<file path="src/rtl/sdgt_pkg.sv">
package sdgt_pkg;
  typedef enum logic {DIR_RD = 1'b0, DIR_WR = 1'b1} xfer_dir_e;

  typedef struct packed {
    logic gap_hit;  // a block boundary of the running transfer
    logic finish;   // boundary of the final block
    logic pause;    // stop honoured at this cycle
  } gap_act_t;
endpackage

</file>
<file path="src/rtl/sdgt_gap_decode.sv">
module sdgt_gap_decode
  import sdgt_pkg::*;
#(
  parameter int CNT_W = 8
) (
  input  xfer_dir_e        dir,
  input  logic             wr_act,
  input  logic             dat_act,
  input  logic             blk_end,
  input  logic             crc_stat,
  input  logic             buf_full,
  input  logic             stop_eff,
  input  logic [CNT_W-1:0] blk_left,
  output gap_act_t         act
);
  localparam logic [CNT_W-1:0] LAST = CNT_W'(1);

  logic is_last, rd_held;

  always_comb begin
    is_last     = (blk_left == LAST);
    act.gap_hit = (dir == DIR_WR) ? (wr_act & crc_stat) : (dat_act & blk_end);
    // a read already held by a full buffer sits at a gap now
    rd_held     = (dir == DIR_RD) & dat_act & buf_full & ~act.gap_hit;
    act.finish  = act.gap_hit & is_last;
    act.pause   = stop_eff & ((act.gap_hit & ~is_last) | rd_held);
  end
endmodule

</file>
<file path="src/rtl/sdgt_state.sv">
module sdgt_state
  import sdgt_pkg::*;
(
  input  logic      clk,
  input  logic      rst,
  input  logic      cmd_end,
  input  logic      is_write,
  input  logic      cont_req,
  input  logic      stop_req,
  input  gap_act_t  act,
  output xfer_dir_e dir,
  output logic      wr_active,
  output logic      dat_active,
  output logic      stop_pend,
  output logic      rw_hold,
  output logic      gap_evt,
  output logic      xfer_done
);
  logic paused;

  always_ff @(posedge clk) begin
    if (rst) begin
      dir        <= DIR_RD;
      wr_active  <= 1'b0;
      dat_active <= 1'b0;
      stop_pend  <= 1'b0;
      rw_hold    <= 1'b0;
      paused     <= 1'b0;
      gap_evt    <= 1'b0;
      xfer_done  <= 1'b0;
    end else begin
      gap_evt   <= act.pause;
      xfer_done <= act.finish;
      if (cmd_end && !dat_active && !paused) begin
        dir        <= is_write ? DIR_WR : DIR_RD;
        dat_active <= 1'b1;
        wr_active  <= is_write;
        stop_pend  <= 1'b0;
      end else if (act.finish) begin
        dat_active <= 1'b0;
        wr_active  <= 1'b0;
        stop_pend  <= 1'b0;
      end else if (act.pause) begin
        dat_active <= 1'b0;
        wr_active  <= 1'b0;
        stop_pend  <= 1'b0;
        paused     <= 1'b1;
        rw_hold    <= (dir == DIR_RD);
      end else if (cont_req && paused) begin
        paused     <= 1'b0;
        rw_hold    <= 1'b0;
        dat_active <= 1'b1;
        wr_active  <= (dir == DIR_WR);
      end else if (stop_req && dat_active) begin
        stop_pend  <= 1'b1;
      end
    end
  end
endmodule

</file>
<file path="src/rtl/sd_gap_tracker.sv">
module sd_gap_tracker
  import sdgt_pkg::*;
#(
  parameter int CNT_W = 8
) (
  input  logic             clk,
  input  logic             rst,
  input  logic             cmd_end,
  input  logic             is_write,
  input  logic             blk_end,
  input  logic             crc_stat,
  input  logic             buf_full,
  input  logic [CNT_W-1:0] blk_left,
  input  logic             stop_req,
  input  logic             cont_req,
  output logic             wr_active,
  output logic             dat_active,
  output logic             read_wait,
  output logic             gap_evt,
  output logic             xfer_done
);
  xfer_dir_e dir;
  gap_act_t  act;
  logic      stop_pend, rw_hold, stop_eff;

  // a strobe arriving in the gap cycle counts at that gap
  assign stop_eff = stop_pend | (stop_req & dat_active);

  sdgt_gap_decode #(.CNT_W(CNT_W)) dec_i (
    .dir      (dir),
    .wr_act   (wr_active),
    .dat_act  (dat_active),
    .blk_end  (blk_end),
    .crc_stat (crc_stat),
    .buf_full (buf_full),
    .stop_eff (stop_eff),
    .blk_left (blk_left),
    .act      (act)
  );

  sdgt_state st_i (
    .clk        (clk),
    .rst        (rst),
    .cmd_end    (cmd_end),
    .is_write   (is_write),
    .cont_req   (cont_req),
    .stop_req   (stop_req),
    .act        (act),
    .dir        (dir),
    .wr_active  (wr_active),
    .dat_active (dat_active),
    .stop_pend  (stop_pend),
    .rw_hold    (rw_hold),
    .gap_evt    (gap_evt),
    .xfer_done  (xfer_done)
  );

  assign read_wait = rw_hold | ((dir == DIR_RD) & dat_active & buf_full);
endmodule

</file>
<file path="config.mk">
export PLATFORM = sky130hd
export DESIGN_NAME = sd_gap_tracker
export DESIGN_NICKNAME = d
export VERILOG_FILES = /design/src/rtl/sdgt_pkg.sv /design/src/rtl/sdgt_gap_decode.sv /design/src/rtl/sdgt_state.sv /design/src/rtl/sd_gap_tracker.sv
export SDC_FILE = /design/constraint.sdc
export NUM_CORES = 1
export LEC_CHECK = 0
export ABC_AREA = 1
export BUFFER_PORTS_ARGS = -buffer_cell sky130_fd_sc_hd__buf_2
export CAP_MARGIN = 20
export CORE_AREA = 3 3 40 42
export DETAILED_ROUTE_END_ITERATION = 10
export DIE_AREA = 0 0 43 45
export PLACE_DENSITY = 0.65
export SLEW_MARGIN = 20
export SYNTH_ARGS = -nofsm -noshare
export SYNTH_HDL_FRONTEND = slang
export SYNTH_SLANG_ARGS = --single-unit
export TNS_END_PERCENT = 20
</file>
<file path="constraint.sdc">
create_clock -name clk -period 1.7 [get_ports clk]
set_clock_uncertainty 0.2 [all_clocks]
set_input_delay 0.085 -clock clk [delete_from_list [all_inputs] [get_ports clk]]
set_output_delay 0.085 -clock clk [all_outputs]
set_load 0.01 [all_outputs]
</file>
======== Word level (Yosys, flattened, before mapping) ========
Cells that the tools add are included.
storage, ports and cells
  register bits after elaboration ......... 8
  bits of input ports ..................... 17
  output and inout port bits .............. 5
  logic and storage cells ................. 51
cells by class
  equality and inequality tests ........... 1
  mux-type cells .......................... 13
  bitwise operators ....................... 18
  reductions and logical operators ........ 11
operator list
  cell                  number
  $mux W1               13
  $and A1 B1 Y1         9
  $eq A8 B1 Y1 const B  1
  $not A1 Y1            6
  $logic_and A1 B1 Y1   4
  $reduce_bool A4 Y1    1
  $reduce_or A4 Y1      1
  $or A1 B1 Y1          3
  $reduce_and A3 Y1     1
  $logic_not A1 Y1      2
  $reduce_and A2 Y1     1
  $reduce_bool A2 Y1    1

======== Longest topological paths before layout ========
  word-level depth ........................ 9
  gate-level depth with buffers ........... 9
  mapped depth without buffers ............ 9

======== Modules after synthesis ========
From an unflattened synthesis, not the netlist that was laid out.
second synthesis, totals
  cells, all modules ...................... 84
  area total of the unflattened synthesis .. 506.7 um^2
by module, submodules not included
  module           instances  cells each  area each (um^2)  sequential area each (um^2)
  sdgt_state       1          46          349.1             160.2
  sdgt_gap_decode  1          33          133.9             0.0
  sd_gap_tracker   1          5           23.8              0.0

======== Least setup slack after synthesis ========
OpenSTA, ideal clock, no wires.
  kind .................................... register to register
  start ................................... register st_i.dat_active
  end ..................................... register st_i.wr_active
  setup time .............................. 115 ps
  arrival time ............................ 1,002 ps
  required time ........................... 1,385 ps
  setup slack ............................. 383 ps
  cell stages (with the launch flop) ...... 8
  buffers on the path ..................... 0
  period minus slack after synthesis ...... 1,317 ps
  cells stage by stage .................... dfxtp_1 -> inv_1 -> nand2_1 -> nor2_2 -> a21oi_2 -> nand3_2 -> o21bai_1 -> nor2_1
between the ends
  longest elaborated chain between the ends .. 9
  elaborated cells on any way between the ends .. 19
  those cells by class .................... mux: 4; bitwise: 11; reduce/logical: 4
ends and longest elaborated chain
  what                      RTL line               text
  start: declaration        sdgt_state.sv:13       output logic dat_active,
  start signal: assignment  sdgt_state.sv:25       dat_active <= 1'b0;
  start signal: assignment  sdgt_state.sv:36       dat_active <= 1'b1;
  start signal: assignment  sdgt_state.sv:40       dat_active <= 1'b0;
  $and A1 B1 Y1             sdgt_gap_decode.sv:22  act.gap_hit = (dir == DIR_WR) ? (wr_act & crc_stat) : (dat_act & blk_end);
  $mux W1                   sdgt_gap_decode.sv:22
  $not A1 Y1                sdgt_gap_decode.sv:24  rd_held = (dir == DIR_RD) & dat_act & buf_full & ~act.gap_hit;
  $and A1 B1 Y1             sdgt_gap_decode.sv:24
  $or A1 B1 Y1              sdgt_gap_decode.sv:26  act.pause = stop_eff & ((act.gap_hit & ~is_last) | rd_held);
  $and A1 B1 Y1             sdgt_gap_decode.sv:26
  $mux W1                   sdgt_state.sv:43       end else if (act.pause) begin
  $mux W1                   sdgt_state.sv:39       end else if (act.finish) begin
  $mux W1                   sdgt_state.sv:34       if (cmd_end && !dat_active && !paused) begin
  end signal: assignment    sdgt_state.sv:37       wr_active <= is_write;
  end signal: assignment    sdgt_state.sv:53       wr_active <= (dir == DIR_WR);
  end: declaration          sdgt_state.sv:12       output logic wr_active,
Parallel ways exist; a longest one is shown, timed or not.
A chain may end at the register's enable or synchronous reset.

======== Worst setup path after layout ========
Ends and elaborated chain as after synthesis.

==> key figures <==
Clock network
  – Num CTS Buffers: 3
  – Worst-Skew Late Latency: about 0.25 ns
  – Clk pin slew, worst setup/hold paths: roughly 0.06 ns
  – Max Buffers Root-to-Sink: 2
  – CTS sink cnt: 8
  – Root Buffer: clkbuf_4
  – CTS tree: yes
  – CTS HTree Levels: 1
  – Post-CTS sizing: 0

Floorplan
  – Num ports: 22
  – Die X: between 40 and 50 µm
  – Core Area: approximately 0.0013 mm²
  – Die ar.: roughly 0.0019 mm²
  – Die Y-Extent: around 45 µm
  – Row cnt: 13
  – Initial core utilization: 0.361

Setup path
  – CP Max Fanout: 6
  – Worst EP required: around 1.7 ns
  – Crit path kind: reg2reg
  – R2R cell count: 7
  – Slowest stage delay, CP: ~0.46 ns
  – Crit path max-delay family: flip-flops
  – R2r startpoint: st_i.dat_active$_SDFFE_PP0P_
  – Reg2reg end: st_i.wr_active$_SDFFE_PP0P_
  – Setup crit end kind: register
  – CP Launch Type: register
  – Crit path buffers/inverters: 1
  – WP data arrival: roughly 1.4 ns
  – Crit path max-delay cell type: dfxtp_1
  – Crit-path cells: inv_1 > nand2_1 > nor2_2 > a21oi_2 > nand3_2 > o21bai_1 > nor2_1
  – R2R setup slack: around 0.29 ns

STA
  – Period utilisation layout: 0.832
  – Least-Margin Pin Slew: between 0.2 and 0.3 ns
  – RSZ-0062 raised after global routing: false
  – Final Max Tran Viols: 0
  – Setup TNS: 0 ns
  – Count of final setup violators: 0
  – Fmax: between 700 and 800 MHz
  – Final hold vios: 0
  – Tmin final: 1.41 ns
  – Relative slew margins: 0.824
  – Min setup slack post-route: 0.285 ns

Layout
  – Diode count: 0
  – Final Core Density: 0.496
  – Finished Layout Cells: 106
  – Multi-input logic area: 274 µm²
  – Register area: between 150 and 200 µm²
  – Layout Nets: between 100 and 150
  – Fillers: between 100 and 150
  – Area grow syn2layout: 37.2%
  – Layout cells sized above 1: 0.440

Hold path
  – Hold Crit Depth: 6
  – Hold WC Path Type: in2reg
  – Hold wc startpoint: blk_left[1]
  – Worst Hold End: st_i.xfer_done$_SDFF_PP0_

Detailed routing
  – Total vias in the final route: between 400 and 500
  – DR iter-0 viols: 1
  – Metal3 WL: between 90 and 100 µm
  – DR top layer: met4
  – Vias per cell: roughly 4.5
  – WL met1: 482 µm
  – # DRC: 0
  – Avg WL per Cell: 10.1 µm
  – Detailed Route WL: 1070 µm
  – Remaining antenna violation count: 0
  – Met2 wire len: about 490 µm
  – Pre-antenna DRT Iters: 2

Logic synthesis
  – Area contributors post-synth: dfxtp_1 (35%), nand2_1 (11%), nand3_2 (11%), nor2_1 (8.1%), nand2_4 (4.9%)
  – FF+latch count, synth: 8
  – Ys flop type: dfxtp_1
  – Post-synthesis sequential area ratio: 0.345
  – Area leader, netlist: dfxtp_1
  – Synth Cell Area: 464 µm²
  – Post-synthesis cell type count: 19
  – EDFF count, synth: 0
  – Top-area cell type share of the netlist area: 0.345
  – Average cell area after synthesis: 7.14 µm²
  – Async set-reset flop share out of synthesis: 0
  – Syn nets: between 80 and 90
  – Cells after synthesis: 65
  – Synth warnings: 0

Global route
  – First-pass GRT wire length: between 1500 and 2000 µm
  – All-Layer GR Usage: 0.120
  – Grt ovf: 0
  – Initial antenna violation count: 0
  – Largest net degree at the start of global routing: 9
  – Vias in the first global route: 446

Placement
  – Placed cells: 100
  – PortBufs: 21
  – Post-DP HPWL: 846 µm
  – Pre-CTS WS: 0.283 ns
  – Final Wtd Congestion: between 0.7 and 0.8

Pwr
  – Pleak: 0.357 nW
  – Power per cell area: ~740 mW/mm²
  – Design Power: 0.473 mW
  – Worst VDD drop: between 0.0003 and 0.0004 V

Job
  – Max_cap viols: 0

Run status
  – Status: completed
==> what timing repair did <==
action / 4_1_cts / 5_1_grt
setup buffers: 0 / 0
endpoints found under the hold margin: 8 / 0
hold buffers: 3 / 0
==> state kept, by name, summed over array words and instances (netlist names) <==
register	count
st_i.rw_hold	1
st_i.dat_active	1
st_i.dir	1
st_i.paused	1
st_i.xfer_done	1
st_i.wr_active	1
st_i.gap_evt	1
st_i.stop_pend	1
==> where the power goes <==
| part | switching, mW | internal (mW) | leakage, nW | total [mW] |
|---|---|---|---|---|
| clock | 0.0630 | 0.0807 | 0.0138 | 0.144 |
| combinational | 0.0631 | 0.0539 | 0.278 | 0.117 |
| sequential | 0.0131 | 0.200 | 0.0652 | 0.213 |
==> cells by family after synthesis <==
| family | count (synthesis) | synth area share |
|---|---|---|
| buffers and inverters | 8 | 0.0647 |
| DFF | 8 | 0.345 |
| AOI/OAI and AO/OA | 9 | 0.127 |
| and+or+nand+nor | 40 | 0.464 |
==> layout by cell type, fill, tap and decap left out <==
cell type / synthesis / routed
inv_2: 1 / 1
nand4_1: 1 / 1
nor3_1: 1 / 1
nand2_1: 14 / 14
buf_2: 0 / 21
dlygate4sd3_1: 0 / 3
clkbuf_4: 0 / 3
nand3_2: 5 / 5
o21bai_1: 1 / 1
dfxtp_1: 8 / 8
nor2_1: 10 / 10
nand2_4: 2 / 2
nand3_1: 2 / 2
nand2_2: 3 / 3
a21oi_1: 4 / 4
nor2_2: 2 / 2
a21o_2: 1 / 1
clkinv_1: 1 / 1
a21oi_2: 2 / 2
inv_1: 5 / 5
o21ai_0: 1 / 1
==> routing by layer <==
layer,track usage,vias to the layer above
li1,-,259
met1,0.150,203
met2,0.189,16
met3,0.0279,2
met4,0.0723,0
met5,0,-
==> stage by stage <==
| stage | hold slack [ns] | instance area, µm² |
|---|---|---|
| floorplan | 0.0538 | 464 |
| global placement | 0.163 | 584 |
| detailed placement | 0.156 | 584 |
| CTS | 0.0487 | 637 |
| global route | 0.0812 | 637 |
| finish | 0.0498 | 637 |
==> Yosys cell counts, types with 2 or more instances <==
master	instances
nand3_2	5
nand3_1	2
nor2_2	2
nand2_1	14
a21oi_1	4
inv_1	5
nand2_2	3
a21oi_2	2
nand2_4	2
nor2_1	10
dfxtp_1	8
==> area by class of cell <==
class,instances,area share
multi-input cells,49,0.430
flip-flops and latches,8,0.251
repair buffers,24,0.212
inverters,7,0.0413
clock buffers,3,0.0354
well taps,15,0.0295
==> worst reg2reg max path: cells and delay by family, from the launching register on <==
family	cells	cell delay, ns
flops	1	0.46
compound gates	2	0.28
buf+inv	1	0.07
simple gates	4	0.31
==> worst max path at each step <==
stage,endpoint,depth (start not counted),startpoint
3_3_place_gp,st_i.wr_active$_SDFFE_PP0P_,8,st_i.dat_active$_SDFFE_PP0P_
3_5_place_dp,st_i.wr_active$_SDFFE_PP0P_,7,st_i.dat_active$_SDFFE_PP0P_
4_1_cts,st_i.wr_active$_SDFFE_PP0P_,7,st_i.dat_active$_SDFFE_PP0P_
6_report,st_i.wr_active$_SDFFE_PP0P_,7,st_i.dat_active$_SDFFE_PP0P_
2_1_floorplan,st_i.wr_active$_SDFFE_PP0P_,7,st_i.dat_active$_SDFFE_PP0P_
5_1_grt,st_i.wr_active$_SDFFE_PP0P_,8,st_i.dat_active$_SDFFE_PP0P_
Power figures use the tool's default switching activity.
